[src/rtl/tw_pkg.sv]
package tw_pkg;

  typedef enum logic [3:0] {
    S_IDLE,
    S_BPREP,
    S_BBANK,
    S_BSEL,
    S_BEND,
    S_FPREP,
    S_FB0,
    S_FB1,
    S_FEND,
    S_RD,
    S_DONE
  } seq_t;

  typedef enum logic [1:0] {
    BK_NONE = 2'd0,
    BK_LO   = 2'd1,
    BK_HI   = 2'd2
  } bank_t;

endpackage

[src/rtl/tw_bank_map.sv]
module tw_bank_map #(
  parameter int unsigned AW    = 8,
  parameter int unsigned SPLIT = 16
) (
  input  logic [AW-1:0] log_addr,
  output logic          hi_bank,
  output logic [AW-1:0] wire_addr
);
  localparam logic [AW-1:0] SPLIT_V = AW'(SPLIT);

  always_comb begin
    hi_bank   = (log_addr >= SPLIT_V);
    wire_addr = hi_bank ? (log_addr - SPLIT_V) : log_addr;
  end
endmodule

[src/rtl/tw_byte_engine.sv]
module tw_byte_engine #(
  parameter int unsigned DW  = 8,
  parameter int unsigned DLY = 4
) (
  input  logic          clk,
  input  logic          rst_n,
  input  logic          start,
  input  logic          rx_mode,
  input  logic [DW-1:0] tx_byte,
  input  logic          bdat_i,
  output logic          done,
  output logic [DW-1:0] rx_byte,
  output logic          bclk,
  output logic          bdat
);
  localparam int unsigned CW = (DLY > 1) ? $clog2(DLY) : 1;
  localparam int unsigned IW = (DW > 1) ? $clog2(DW) : 1;
  localparam logic [CW-1:0] CNT_LAST = CW'(DLY - 1);
  localparam logic [IW-1:0] IDX_LAST = IW'(DW - 1);

  logic          active;
  logic          bclk_q;
  logic          rx_q;
  logic          done_q;
  logic [CW-1:0] cnt;
  logic [IW-1:0] idx;
  logic [DW-1:0] tx_sh;
  logic [DW-1:0] rx_sh;

  always_ff @(posedge clk or negedge rst_n) begin
    if (!rst_n) begin
      active <= 1'b0;
      bclk_q <= 1'b1;
      rx_q   <= 1'b0;
      done_q <= 1'b0;
      cnt    <= '0;
      idx    <= '0;
      tx_sh  <= '0;
      rx_sh  <= '0;
    end else begin
      done_q <= 1'b0;
      if (!active) begin
        if (start) begin
          active <= 1'b1;
          bclk_q <= 1'b0;
          cnt    <= '0;
          idx    <= '0;
          rx_q   <= rx_mode;
          tx_sh  <= tx_byte;
        end
      end else if (cnt == CNT_LAST) begin
        cnt <= '0;
        if (!bclk_q) begin
          bclk_q <= 1'b1;
          if (rx_q) rx_sh <= {bdat_i, rx_sh[DW-1:1]};
        end else if (idx == IDX_LAST) begin
          active <= 1'b0;
          done_q <= 1'b1;
        end else begin
          idx    <= idx + 1'b1;
          bclk_q <= 1'b0;
          tx_sh  <= tx_sh >> 1;
        end
      end else begin
        cnt <= cnt + 1'b1;
      end
    end
  end

  assign done    = done_q;
  assign rx_byte = rx_sh;
  assign bclk    = bclk_q;
  assign bdat    = tx_sh[0];


  data_hold_chk: assert property (@(posedge clk) disable iff (!rst_n)
    (bclk_q && $past(bclk_q)) |-> $stable(tx_sh[0]))
    else $error("R5 data moved while clock high");


  start_idle_chk: assert property (@(posedge clk) disable iff (!rst_n)
    (start && !active) |=> !bclk_q)
    else $error("R5 clock did not fall at byte start");
endmodule

[src/rtl/tw_bank_master.sv]
module tw_bank_master #(
  parameter int unsigned DLY          = 4,
  parameter int unsigned SPLIT        = 16,
  parameter int unsigned BSEL_ADDR    = 1,
  parameter int unsigned BANK_LO_CODE = 1,
  parameter int unsigned BANK_HI_CODE = 2
) (
  input  logic       clk,
  input  logic       rst_n,
  input  logic       pwr_en,
  input  logic       req_valid,
  output logic       req_ready,
  input  logic       req_write,
  input  logic [7:0] req_addr,
  input  logic [7:0] req_wdata,
  output logic       rsp_valid,
  output logic [7:0] rsp_rdata,
  output logic       busy,
  output logic       bus_clk,
  output logic       bus_rws,
  output logic       bus_dat_o,
  output logic       bus_dat_oe,
  input  logic       bus_dat_i
);
  import tw_pkg::*;

  localparam int unsigned DW = 8;
  localparam int unsigned CW = (DLY > 1) ? $clog2(DLY) : 1;
  localparam logic [CW-1:0] WAIT_LAST = CW'(DLY - 1);

  seq_t          state;
  bank_t         cache;
  bank_t         tgt_q;
  logic          op_wr, pwr_q;
  logic [DW-1:0] op_data, op_addr, rdata_q;
  logic [CW-1:0] wcnt;
  logic          go_q, rws_q, oe_q;
  logic          map_hi;
  logic [DW-1:0] map_addr;
  logic          eng_done;
  logic [DW-1:0] eng_rx;
  logic [DW-1:0] eng_tx;
  logic          wait_end;
  bank_t         req_bank;

  tw_bank_map #(.AW(DW), .SPLIT(SPLIT)) u_map (
    .log_addr (req_addr),
    .hi_bank  (map_hi),
    .wire_addr(map_addr)
  );

  always_comb begin
    unique case (state)
      S_BBANK: eng_tx = (tgt_q == BK_HI) ? DW'(BANK_HI_CODE) : DW'(BANK_LO_CODE);
      S_BSEL:  eng_tx = DW'(BSEL_ADDR);
      S_FB0:   eng_tx = op_wr ? op_data : op_addr;
      default: eng_tx = op_addr;
    endcase
  end

  tw_byte_engine #(.DW(DW), .DLY(DLY)) u_eng (
    .clk    (clk),
    .rst_n  (rst_n),
    .start  (go_q),
    .rx_mode(state == S_RD),
    .tx_byte(eng_tx),
    .bdat_i (bus_dat_i),
    .done   (eng_done),
    .rx_byte(eng_rx),
    .bclk   (bus_clk),
    .bdat   (bus_dat_o)
  );

  assign wait_end = (wcnt == WAIT_LAST);
  assign req_bank = map_hi ? BK_HI : BK_LO;

  always_ff @(posedge clk or negedge rst_n) begin
    if (!rst_n) begin
      state   <= S_IDLE;
      cache   <= BK_NONE;
      tgt_q   <= BK_NONE;
      op_wr   <= 1'b0;
      pwr_q   <= 1'b0;
      op_data <= '0;
      op_addr <= '0;
      rdata_q <= '0;
      wcnt    <= '0;
      go_q    <= 1'b0;
      rws_q   <= 1'b0;
      oe_q    <= 1'b0;
    end else begin
      go_q <= 1'b0;
      wcnt <= wait_end ? '0 : wcnt + 1'b1;
      unique case (state)
        S_IDLE: if (req_valid) begin
          op_wr   <= req_write;
          op_data <= req_wdata;
          op_addr <= map_addr;
          tgt_q   <= req_bank;
          pwr_q   <= pwr_en;
          wcnt    <= '0;
          if (!pwr_en) begin
            if (!req_write) rdata_q <= '0;
            state <= S_DONE;
          end else begin
            rws_q <= 1'b1;
            oe_q  <= 1'b1;
            state <= (cache != req_bank) ? S_BPREP : S_FPREP;
          end
        end
        S_BPREP: if (wait_end) begin go_q <= 1'b1; state <= S_BBANK; end
        S_BBANK: if (eng_done) begin go_q <= 1'b1; state <= S_BSEL; end
        S_BSEL: if (eng_done) begin
          rws_q <= 1'b0;
          oe_q  <= 1'b0;
          wcnt  <= '0;
          cache <= tgt_q;
          state <= S_BEND;
        end
        S_BEND: if (wait_end) begin
          rws_q <= 1'b1;
          oe_q  <= 1'b1;
          state <= S_FPREP;
        end
        S_FPREP: if (wait_end) begin go_q <= 1'b1; state <= S_FB0; end
        S_FB0: if (eng_done) begin
          if (op_wr) begin
            go_q  <= 1'b1;
            state <= S_FB1;
          end else begin
            rws_q <= 1'b0;
            oe_q  <= 1'b0;
            wcnt  <= '0;
            state <= S_FEND;
          end
        end
        S_FB1: if (eng_done) begin
          rws_q <= 1'b0;
          oe_q  <= 1'b0;
          wcnt  <= '0;
          state <= S_FEND;
        end
        S_FEND: if (wait_end) begin
          if (op_wr) state <= S_DONE;
          else begin go_q <= 1'b1; state <= S_RD; end
        end
        S_RD: if (eng_done) begin rdata_q <= eng_rx; state <= S_DONE; end
        S_DONE: state <= S_IDLE;
        default: state <= S_IDLE;
      endcase
    end
  end

  assign req_ready  = (state == S_IDLE);
  assign busy       = (state != S_IDLE);
  assign rsp_valid  = (state == S_DONE);
  assign rsp_rdata  = rdata_q;
  assign bus_rws    = rws_q;
  assign bus_dat_oe = oe_q;


  clk_in_frame_chk: assert property (@(posedge clk) disable iff (!rst_n)
    $fell(bus_clk) |-> (bus_rws == bus_dat_oe))
    else $error("R6 clock ran outside a frame");


  accept_busy_chk: assert property (@(posedge clk) disable iff (!rst_n)
    (req_valid && req_ready) |=> busy)
    else $error("R9 busy not raised after accept");


  done_release_chk: assert property (@(posedge clk) disable iff (!rst_n)
    rsp_valid |=> (!busy && !rsp_valid))
    else $error("R9 done not a single pulse");


  unpowered_quiet_chk: assert property (@(posedge clk) disable iff (!rst_n)
    (busy && !pwr_q) |-> (bus_clk && !bus_rws && !bus_dat_oe))
    else $error("R8 bus activity while unpowered");


  unpowered_zero_chk: assert property (@(posedge clk) disable iff (!rst_n)
    (rsp_valid && !pwr_q && !op_wr) |-> (rsp_rdata == 8'h00))
    else $error("R8 unpowered read not zero");


  bank_cache_chk: assert property (@(posedge clk) disable iff (!rst_n)
    (state == S_FPREP) |-> (cache == tgt_q))
    else $error("R3 frame started with stale bank");
endmodule

[config.mk]
export PLATFORM = sky130hd
export DESIGN_NAME = tw_bank_master
export DESIGN_NICKNAME = d
export VERILOG_FILES = /design/src/rtl/tw_pkg.sv /design/src/rtl/tw_bank_map.sv /design/src/rtl/tw_byte_engine.sv /design/src/rtl/tw_bank_master.sv
export SDC_FILE = /design/constraint.sdc
export NUM_CORES = 1
export LEC_CHECK = 0
export BUFFER_PORTS_ARGS = -buffer_cell sky130_fd_sc_hd__buf_2
export CAP_MARGIN = 20
export CORE_MARGIN = 5
export CORE_UTILIZATION = 58
export DETAILED_ROUTE_END_ITERATION = 10
export GPL_TIMING_DRIVEN = 0
export PLACE_DENSITY_LB_ADDON = 0.12
export SYNTH_ARGS = -nofsm -noshare
export SYNTH_HDL_FRONTEND = slang
export SYNTH_SLANG_ARGS = --single-unit
export TNS_END_PERCENT = 30
[constraint.sdc]
create_clock -name clk -period 2.23 [get_ports clk]
set_input_delay 0.446 -clock clk [delete_from_list [all_inputs] [get_ports clk]]
set_output_delay 0.446 -clock clk [all_outputs]
set_load 0.02 [all_outputs]
# Yosys cells after proc, flatten, opt, wreduce, memory -nomap -nowiden
# Cells that the tools add are included.
[classes] n_addsub=4 order_cmp=1 n_eq_ne=33 muxes=71 bitwise=2 reduce_logical=16
[ops] operator="$mux 8" n=11
[ops] operator="$mux 4" n=12
[ops] operator="$pmux 4 s10" n=1
[ops] operator="$ne 2x2->1 const B" n=13
[ops] operator="$mux 1" n=25
[ops] operator="$pmux 8 s3" n=1
[ops] operator="$mux 2" n=11
[ops] operator="$mux 3" n=6
[ops] operator="$eq 4x3->1 const B" n=4
[ops] operator="$pmux 8 s2" n=1
[ops] operator="$eq 4x4->1 const B" n=3
[ops] operator="$ne 2x1->1 const B" n=5
[ops] operator="$reduce_and 10->1" n=1
[ops] operator="$eq 4x2->1 const B" n=2
[ops] operator="$ge 8x5->1 const B" n=1
[ops] operator="$pmux 1 s4" n=2
[ops] operator="$reduce_and 2->1" n=4
[ops] operator="$reduce_and 4->1" n=2
[ops] operator="$reduce_bool 4->1" n=2
[ops] operator="$sub 8x5->8 const B" n=1
[ops] operator="$reduce_and 7->1" n=1
[ops] operator="$eq 2x2->1 const B" n=3
[ops] operator="$pmux 2 s3" n=1
[ops] operator="$reduce_and 5->1" n=1
[ops] operator="9 further kinds" n=13
[totals] ff_bits=62 in_bits=22 output_inout_bits=15

# Logic depth before layout (Yosys ltp)
# Gate-level depths: netlist (run 1).
[logic_depth] depth_word=7 depth_mapped=9 depth_no_buf=6

# Modules after synthesis
# From an unflattened synthesis (run 1), not the netlist that was laid out.
[hier_totals] cells_unflattened=293 hier_area_um2=3250.6
[modules_own_cells] mod="tw_bank_master" n_inst=1 cells_per_inst=191 area_per_inst_um2=1963.1 seq_area_each_um2=925.9
[modules_own_cells] mod="tw_byte_engine" n_inst=1 cells_per_inst=79 area_per_inst_um2=1121.1 seq_area_each_um2=626.9
[modules_own_cells] mod="tw_bank_map" n_inst=1 cells_per_inst=23 area_per_inst_um2=166.4 seq_area_each_um2=0.0

# Worst setup path before layout (run 1)
# No wires, ideal clock.
[synth_timing] path_type="input-to-reg" startpoint="input req_addr[4]" endpoint="register state[2]" setup_ps=82 t_arrival_ps=1896 slack_ps=252 stages=6 n_path_buf=0 path_cell_list="inv_1 -> ha_1 -> or3b_2 -> a21oi_2 -> mux2_2 -> a31oi_1"
[synth_between] elab_chain_cells=7
[synth_rtl] item="from (decl)" line_no="tw_bank_master.sv:14" rtl="input logic [7:0] req_addr,"
[synth_rtl] item="$ge 8x5->1" line_no="tw_bank_map.sv:12" rtl="hi_bank = (log_addr >= SPLIT_V);"
[synth_rtl] item="$mux 2" line_no="tw_bank_master.sv:75" rtl="assign req_bank = map_hi ? BK_HI : BK_LO;"
[synth_rtl] item="$ne 2x2->1" line_no="tw_bank_master.sv:108" rtl="state <= (cache != req_bank) ? S_BPREP : S_FPREP;"
[synth_rtl] item="$mux 3" line_no="tw_bank_master.sv:108"
[synth_rtl] item="$mux 4" line_no="tw_bank_master.sv:102" rtl="if (!pwr_en) begin"
[synth_rtl] item="$mux 4" line_no="tw_bank_master.sv:95" rtl="S_IDLE: if (req_valid) begin"
[synth_rtl] item="$pmux 4 s10" line_no="tw_bank_master.sv:94" rtl="unique case (state)"
[synth_rtl] item="to (signal assigned)" line_no="tw_bank_master.sv:108"
[synth_rtl] item="to (decl)" line_no="tw_bank_master.sv:31" rtl="seq_t state;"
# Every way passes these cells. The select of a mux whose other input is x is not followed.
# A chain may end at the register's enable or synchronous reset.

# Worst setup path in the final report (run 1)
[layout_timing] startpoint="register u_eng.idx[0]" endpoint="register u_eng.tx_sh[2]"
[layout_between] elab_chain_cells=3
[layout_rtl] item="from (decl)" line_no="tw_byte_engine.sv:26" rtl="logic [IW-1:0] idx;"
[layout_rtl] item="from (signal assigned)" line_no="tw_byte_engine.sv:60" rtl="idx <= idx + 1'b1;"
[layout_rtl] item="$eq 3x3->1" line_no="tw_byte_engine.sv:56" rtl="end else if (idx == IDX_LAST) begin"
[layout_rtl] item="$ne 2x2->1 (no source line)"
[layout_rtl] item="$reduce_and 4->1 (no source line)"
[layout_rtl] item="to (signal assigned)" line_no="tw_byte_engine.sv:49" rtl="tx_sh <= tx_byte;"
[layout_rtl] item="to (signal assigned)" line_no="tw_byte_engine.sv:62" rtl="tx_sh <= tx_sh >> 1;"
[layout_rtl] item="to (decl)" line_no="tw_byte_engine.sv:27" rtl="logic [DW-1:0] tx_sh;"
# Every way passes these cells.

==> impl_metrics.csv, run 1 <==
group,metric,value,unit
setup_path,path_buf_inv,3,
timing,setup_ws,0.177,ns
drt,drt_pass1_iterations,4,
die,placementRows,26,
clock_network,htreeDepth,3,
die,io-pin-count,37,
drt,post_drt_wl_per_cell,16.0,um
timing,hold_viol,0,
clock_network,clk_pin_slew,0.07,ns
setup_path,cp-endpoint,"u_eng.tx_sh[2]",
pwr,leakage,1.79,nW
setup_path,slowest_delay,0.40,ns
grt,grt_pass1_vias,2323,
setup_path,startpoint,"u_eng.idx[0]",
yosys,synth_fp_nets,313,
timing,setup_viol,0,
drt,vias,2347,
clock_network,cts_tree,"built",
setup_path,crit_path_max_fanout,10,
timing,rsz0062_at_grt,"false",
setup_path,endpoint_kind,"flop",
final_layout,postLayoutCellArea,3660,sq um
setup_path,critPathArrivalTime,2.28,ns
grt,grt_pass1_wl,11600,um
final_layout,drive_gt1_share,30.6,%
yosys,synth_cell_types,53,
die,core_area,5200,sq um
clock_network,clock_path_buffers,2,
timing,slew_headroom,50.8,%
clock_network,clock-root-buffer,"clkbuf_8",
final_layout,diodes,0,
timing,fin_crit_sh,92.0,%
clock_network,cts.sinks,62,
yosys,synth-edff-count,0,
timing,min_period,2.05,ns
placement,placed_area,3440,sq um
final_layout,fillCellCount,415,
setup_path,r2r_slack,0.18,ns
yosys,ys_seq_area_share,49.2,%
yosys,async_flop_share,100,%
final_layout,fin_util,70.4,%
timing,fmax,487,MHz
setup_path,path_delay_family,"buffers and inverters",
setup_path,worstSetupPathType,"flop to flop",
grt,grt_max_degree,33,
pwr,vdd_drop_max,0.000435,V
setup_path,start_kind,"flop",
final_layout,areaGrowthSynthToFinish,16.0,%
setup_path,cpMaxStageDelayCell,"dfrtp_1",
die,die_area,7020,sq um
yosys,synthFlopType,"dfrtp_1",
yosys,synth_cells,285,
die,fp.dieW,83.8,um
grt,grt_usage,20.5,%
setup_path,path_depth,8,
drt,drt_iter0_drc,146,
final_layout,nets,363,
worst_hold_path,hp-class,"input pin to async pin",
die,die-height,83.8,um
drt,ant_nets,0,
clock_network,cts_hold_buf,0,
grt,antenna_found_initial,0,
drt,drcViolationCount,0,
yosys,syn_area,3160,sq um
setup_path,reg2reg_depth,8,
yosys,ys_warn_count,0,
run_status,status,"finished clean",
yosys,syn_avg_cell_area,11.1,sq um
yosys,synthSimpleGateAreaFrac,15.4,%
yosys,ys_seq_elements,62,
timing,worstMarginPinSlew,0.738,ns
pwr,total_power,2.19,mW
placement,preCtsSetupSlack,-0.0631,ns
timing,finClkSkew,0.00849,ns
placement,place_congestion,0.941,
yosys,synth_xor_area_share,0.832,%
pwr,p_per_area,598,nW/um^2
die,start_util,60.6,%
setup_path,crit_chain,"ha_1 > ha_1 > and4b_1 > clkbuf_2 > nor2b_1 > clkbuf_1 > clkbuf_2 > o31ai_1",
grt,grt_overflow,0,
final_layout,final_cell_mix,"dfrtp_1 (61), buf_2 (40), nand2_1 (35)",
setup_path,timing.rr.end,"u_eng.tx_sh[2]",
setup_path,r2r_start,"u_eng.idx[0]",
timing,maxSlewViolCount,0,
setup_path,critPathRequiredTime,2.46,ns
yosys,synth_top_family_by_area,"compound AO/OA/AOI/OAI gates",
placement,io_buffers,36,
yosys,synth_compound_area_share,15.5,%
placement,dp_hpwl,4720,um
drt,vias_per_cell,5.72,
yosys,yosys.area_share.adder,2.38,%
run,cap_viol_max_count,0,
clock_network,numCtsBuffers,9,
yosys,synthMuxAreaShare,12.5,%
clock_network,clk_latency,0.33,ns
final_layout,final_common_cell,"dfrtp_1",
drt,postRouteWirelength,6540,um
==> sequential cells by signal (all words and copies together), names as in the netlist, 3 cells and up <==
signal and flops:
op_addr 8, rsp_rdata 8, u_eng.rx_byte 8, u_eng.idx 3, op_data 8, u_eng.tx_sh 8
state 4
==> repair_timing <==
| action | 4_1_cts | 5_1_grt |
|---|---|---|
| buffers inserted | 0 | 2 |
| gates resized for setup | 0 | 3 |
| setup endpoints to repair | 0 | 10 |
==> routing by layer <==
| metal | share of wire, % | vias to the layer above | global-route usage, % |
|---|---|---|---|
| li1 | - | 1134 | - |
| met1 | 47 | 1122 | 28.9 |
| met2 | 45 | 78 | 31.0 |
| met3 | 5.7 | 13 | 4.24 |
| met4 | 1.7 | 0 | 7.75 |
| met5 | 0 | - | 0 |
==> stage by stage <==
| stage | TNS, ns | hold slack [ns] | std cells |
|---|---|---|---|
| 2_1_floorplan | 0 | 0.150 | 285 |
| 3_3_place_gp | -0.0632 | 0.423 | 391 |
| 3_5_place_dp | -0.0631 | 0.428 | 392 |
| 4_1_cts | 0 | 0.195 | 408 |
| 5_1_grt | 0 | 0.227 | 410 |
| 6_report | 0 | 0.177 | 410 |
==> layout make-up <==
type	instances	area, sq um	area share [%]
sequential	62	1550	42.4
timing repair buffer	39	215	5.88
inverter	7	26.3	0.717
clock buffer	12	155	4.24
clock inverter	4	45.0	1.23
tap	70	87.6	2.39
multi-input combinational	198	1470	40.2
buffer	18	106	2.90
==> Yosys cell counts, types with 3 or more instances <==
library cell  instances  share of area, %
inv_1                 7              0.83
nand4b_1              3              0.83
xnor2_1               3              0.83
buf_6                 3               1.1
a31oi_1               5              0.99
mux2_4               13               6.2
nor3_1                5              0.79
clkbuf_1              8              0.95
buf_2                 4              0.63
a221oi_1              7               1.9
a21oi_1               7               1.1
o21ai_1               9               1.4
ha_1                  6               2.4
o21ai_0               8               1.3
o22ai_1               3              0.59
nand2b_1              8               1.6
mux2_2               16               5.7
o31ai_1              10               2.4
dfrtp_1              61                48
nor2b_1              13               2.6
nor2_1                9               1.1
nand2_1              35               4.2
nand3_1               3              0.48
==> cell families (layout without fill, tap and decap cells) <==
logic type                 after synthesis  count (layout)
AOI/OAI and AO/OA                       68              68
xor gates and xnor gates                 3               3
DFF                                     62              62
adders and majority gates                6               6
muxes                                   31              31
buffers and inverters                   25              80
and+or+nand+nor                         90              90
==> power breakdown <==
part	internal (mW)	switching, mW	leakage, nW
logic	0.0256	0.0435	0.835
registers	1.13	0.000642	0.851
clock network	0.572	0.422	0.106
total	1.72	0.466	1.79
==> worst min-delay path by stage <==
stage | slack, ns | to
6_report | 0.18 | u_eng.active
5_1_grt | 0.23 | u_eng.cnt[0]
4_1_cts | 0.20 | u_eng.active
3_5_place_dp | 0.43 | wcnt[0]
3_3_place_gp | 0.42 | wcnt[0]
2_1_floorplan | 0.15 | bus_dat_oe
Note: power is estimated with default switching activity, not from simulation.
==> run 2, diff against run 1 <==
==> constraint.sdc (replaced) <==
create_clock -name clk -period 2.23 [get_ports clk]
set_input_delay 0.223 -clock clk [delete_from_list [all_inputs] [get_ports clk]]
set_output_delay 0.223 -clock clk [all_outputs]
set_load 0.02 [all_outputs]
==> run 2 against run 1 <==
Fmax up 0.69%. First-iteration DRC count grew 15%. Total power shrank 0.37%. Die area unchanged. Critical endpoint unchanged. Sequential cell count unchanged. Critical path depth decreased by 1. Setup slack improved by 0.014 ns. Critical path type unchanged.
==> impl_metrics.csv, run 2 (same netlist as run 1, synthesis figures left out) <==
group,metric,value,unit
run_status,status,"finished clean",
clock_network,clock-root-buffer,"clkbuf_8",
timing,maxSlewViolCount,0,
final_layout,fillCellCount,416,
placement,place_congestion,0.941,
die,fp.dieW,83.8,um
timing,setup_viol,0,
clock_network,clk_latency,0.33,ns
timing,finClkSkew,0.00862,ns
grt,use_met1,29.0,%
final_layout,fin_cells,408,
run,cap_viol_max_count,0,
final_layout,nets,361,
timing,slew_headroom,50.7,%
setup_path,critPathRequiredTime,2.46,ns
pwr,total_power,2.18,mW
final_layout,final_cell_mix,"dfrtp_1 (61), buf_2 (40), nand2_1 (35)",
final_layout,diodes,0,
grt,busiest_layer,"met2",
clock_network,cts.sinks,62,
final_layout,multi_input_area,1470,sq um
grt,grt_pass1_wl,11600,um
setup_path,r2r_slack,0.19,ns
grt,grt_usage,20.5,%
grt,grt_overflow,0,
clock_network,clock_path_buffers,2,
pwr,leakage,1.78,nW
setup_path,crit_chain,"ha_1 > ha_1 > and4b_1 > nor2b_1 > clkbuf_1 > clkbuf_2 > o31ai_1",
final_layout,areaGrowthSynthToFinish,15.7,%
die,start_util,60.6,%
setup_path,worstSetupPathType,"flop to flop",
drt,drcViolationCount,0,
final_layout,drive_gt1_share,29.9,%
drt,vias_per_cell,5.74,
timing,worstMarginPinSlew,0.740,ns
drt,vias,2340,
die,core_area,5200,sq um
setup_path,crit_path_max_fanout,10,
drt,postRouteWirelength,6490,um
timing,hold_viol,0,
grt,grt_pass1_vias,2326,
die,die_area,7020,sq um
final_layout,ff_latch_area,1550,sq um
final_layout,final_common_cell,"dfrtp_1",
clock_network,htreeDepth,3,
timing,fin_crit_sh,91.4,%
clock_network,cts_tree,"built",
grt,met2_usage,31.0,%
timing,rsz0062_at_grt,"false",
drt,drt_iter0_drc,168,
setup_path,reg2reg_depth,7,
die,placementRows,26,
timing,fmax,491,MHz
setup_path,start_kind,"flop",
setup_path,critPathArrivalTime,2.27,ns
timing,fin_tns_setup,0,ns
die,io-pin-count,37,
worst_hold_path,holdPathStages,2,
grt,use_met3,4.24,%
pwr,p_per_area,597,nW/um^2
clock_network,clk_pin_slew,0.07,ns
drt,ant_nets,0,
die,die-height,83.8,um
worst_hold_path,hp-class,"input pin to flop",
setup_path,endpoint_kind,"flop",
drt,post_drt_wl_per_cell,15.9,um
setup_path,crit_top_cell,"ha_1",
placement,place_inst,392,
placement,dp_hpwl,4720,um
setup_path,cpMaxStageDelayCell,"dfrtp_1",
clock_network,cts_setup_buffers,0,
clock_network,numCtsBuffers,9,
placement,io_buffers,36,
pwr,vdd_drop_max,0.000434,V
drt,drt_pass1_iterations,4,
grt,grt_max_degree,33,
grt,antenna_found_initial,0,
timing,min_period,2.04,ns
setup_path,slowest_delay,0.40,ns
-- run 2: where the power goes --
part / leakage (nW) / total [mW] / switching, mW / internal, mW
clock: 0.106 / 0.985 / 0.413 / 0.572
sequential: 0.851 / 1.13 / 0.000641 / 1.13
combinational: 0.824 / 0.0701 / 0.0434 / 0.0267
-- run 2: area by class of cell --
cell class                 instances  area share [%]
buffer                            17            2.77
clock buffer                      12            4.25
clock inverter                     4            1.23
inverter                           7           0.719
multi-input combinational        198            40.4
sequential                        62            42.5
tap                               70            2.40
timing repair buffer              38            5.76
-- run 2: stage by stage --
step                utilization (%)  instance area [sq um]  setup WS, ns  hold slack [ns]
CTS                            70.2                   3650        0.0300            0.110
finish                         70.2                   3650         0.191            0.124
global placement               65.8                   3420         0.147            0.423
floorplan                         -                   3160         0.362          -0.0726
global route                   70.2                   3650        0.0647            0.112
detailed placement             66.2                   3440        0.0600            0.328
-- run 2: worst paths after layout --
check | to | start
setup / recovery | u_eng.tx_sh[2] | u_eng.idx[0]
hold / removal | op_data[5] | req_wdata[5]
setup reg to reg | u_eng.tx_sh[2] | u_eng.idx[0]
hold reg to reg | wcnt[0] | wcnt[0]
max in group asynchronous | u_eng.bclk | rst_n
min in group asynchronous | u_eng.active | rst_n
-- run 2: timing repair --
action	in CTS	in global routing
hold buffers	1	0
endpoints found under the setup margin	0	8
gates resized for setup	0	2
hold endpoints to repair	31	0
-- run 2: per-layer routing --
metal,vias to the layer above,wire [um]
li1,1128,-
met1,1124,3040
met4,0,113
met2,77,2960
met3,11,379
met5,-,0
-- run 2: critical path: cells and delay by family (launching register included) --
family,cells,cell delay (ns)
buffers and inverters,2,0.42
AND/OR/NAND/NOR,2,0.43
flip-flops,1,0.40
AO/OA/AOI/OAI,1,0.29
adder cells (fa/ha/maj),2,0.40
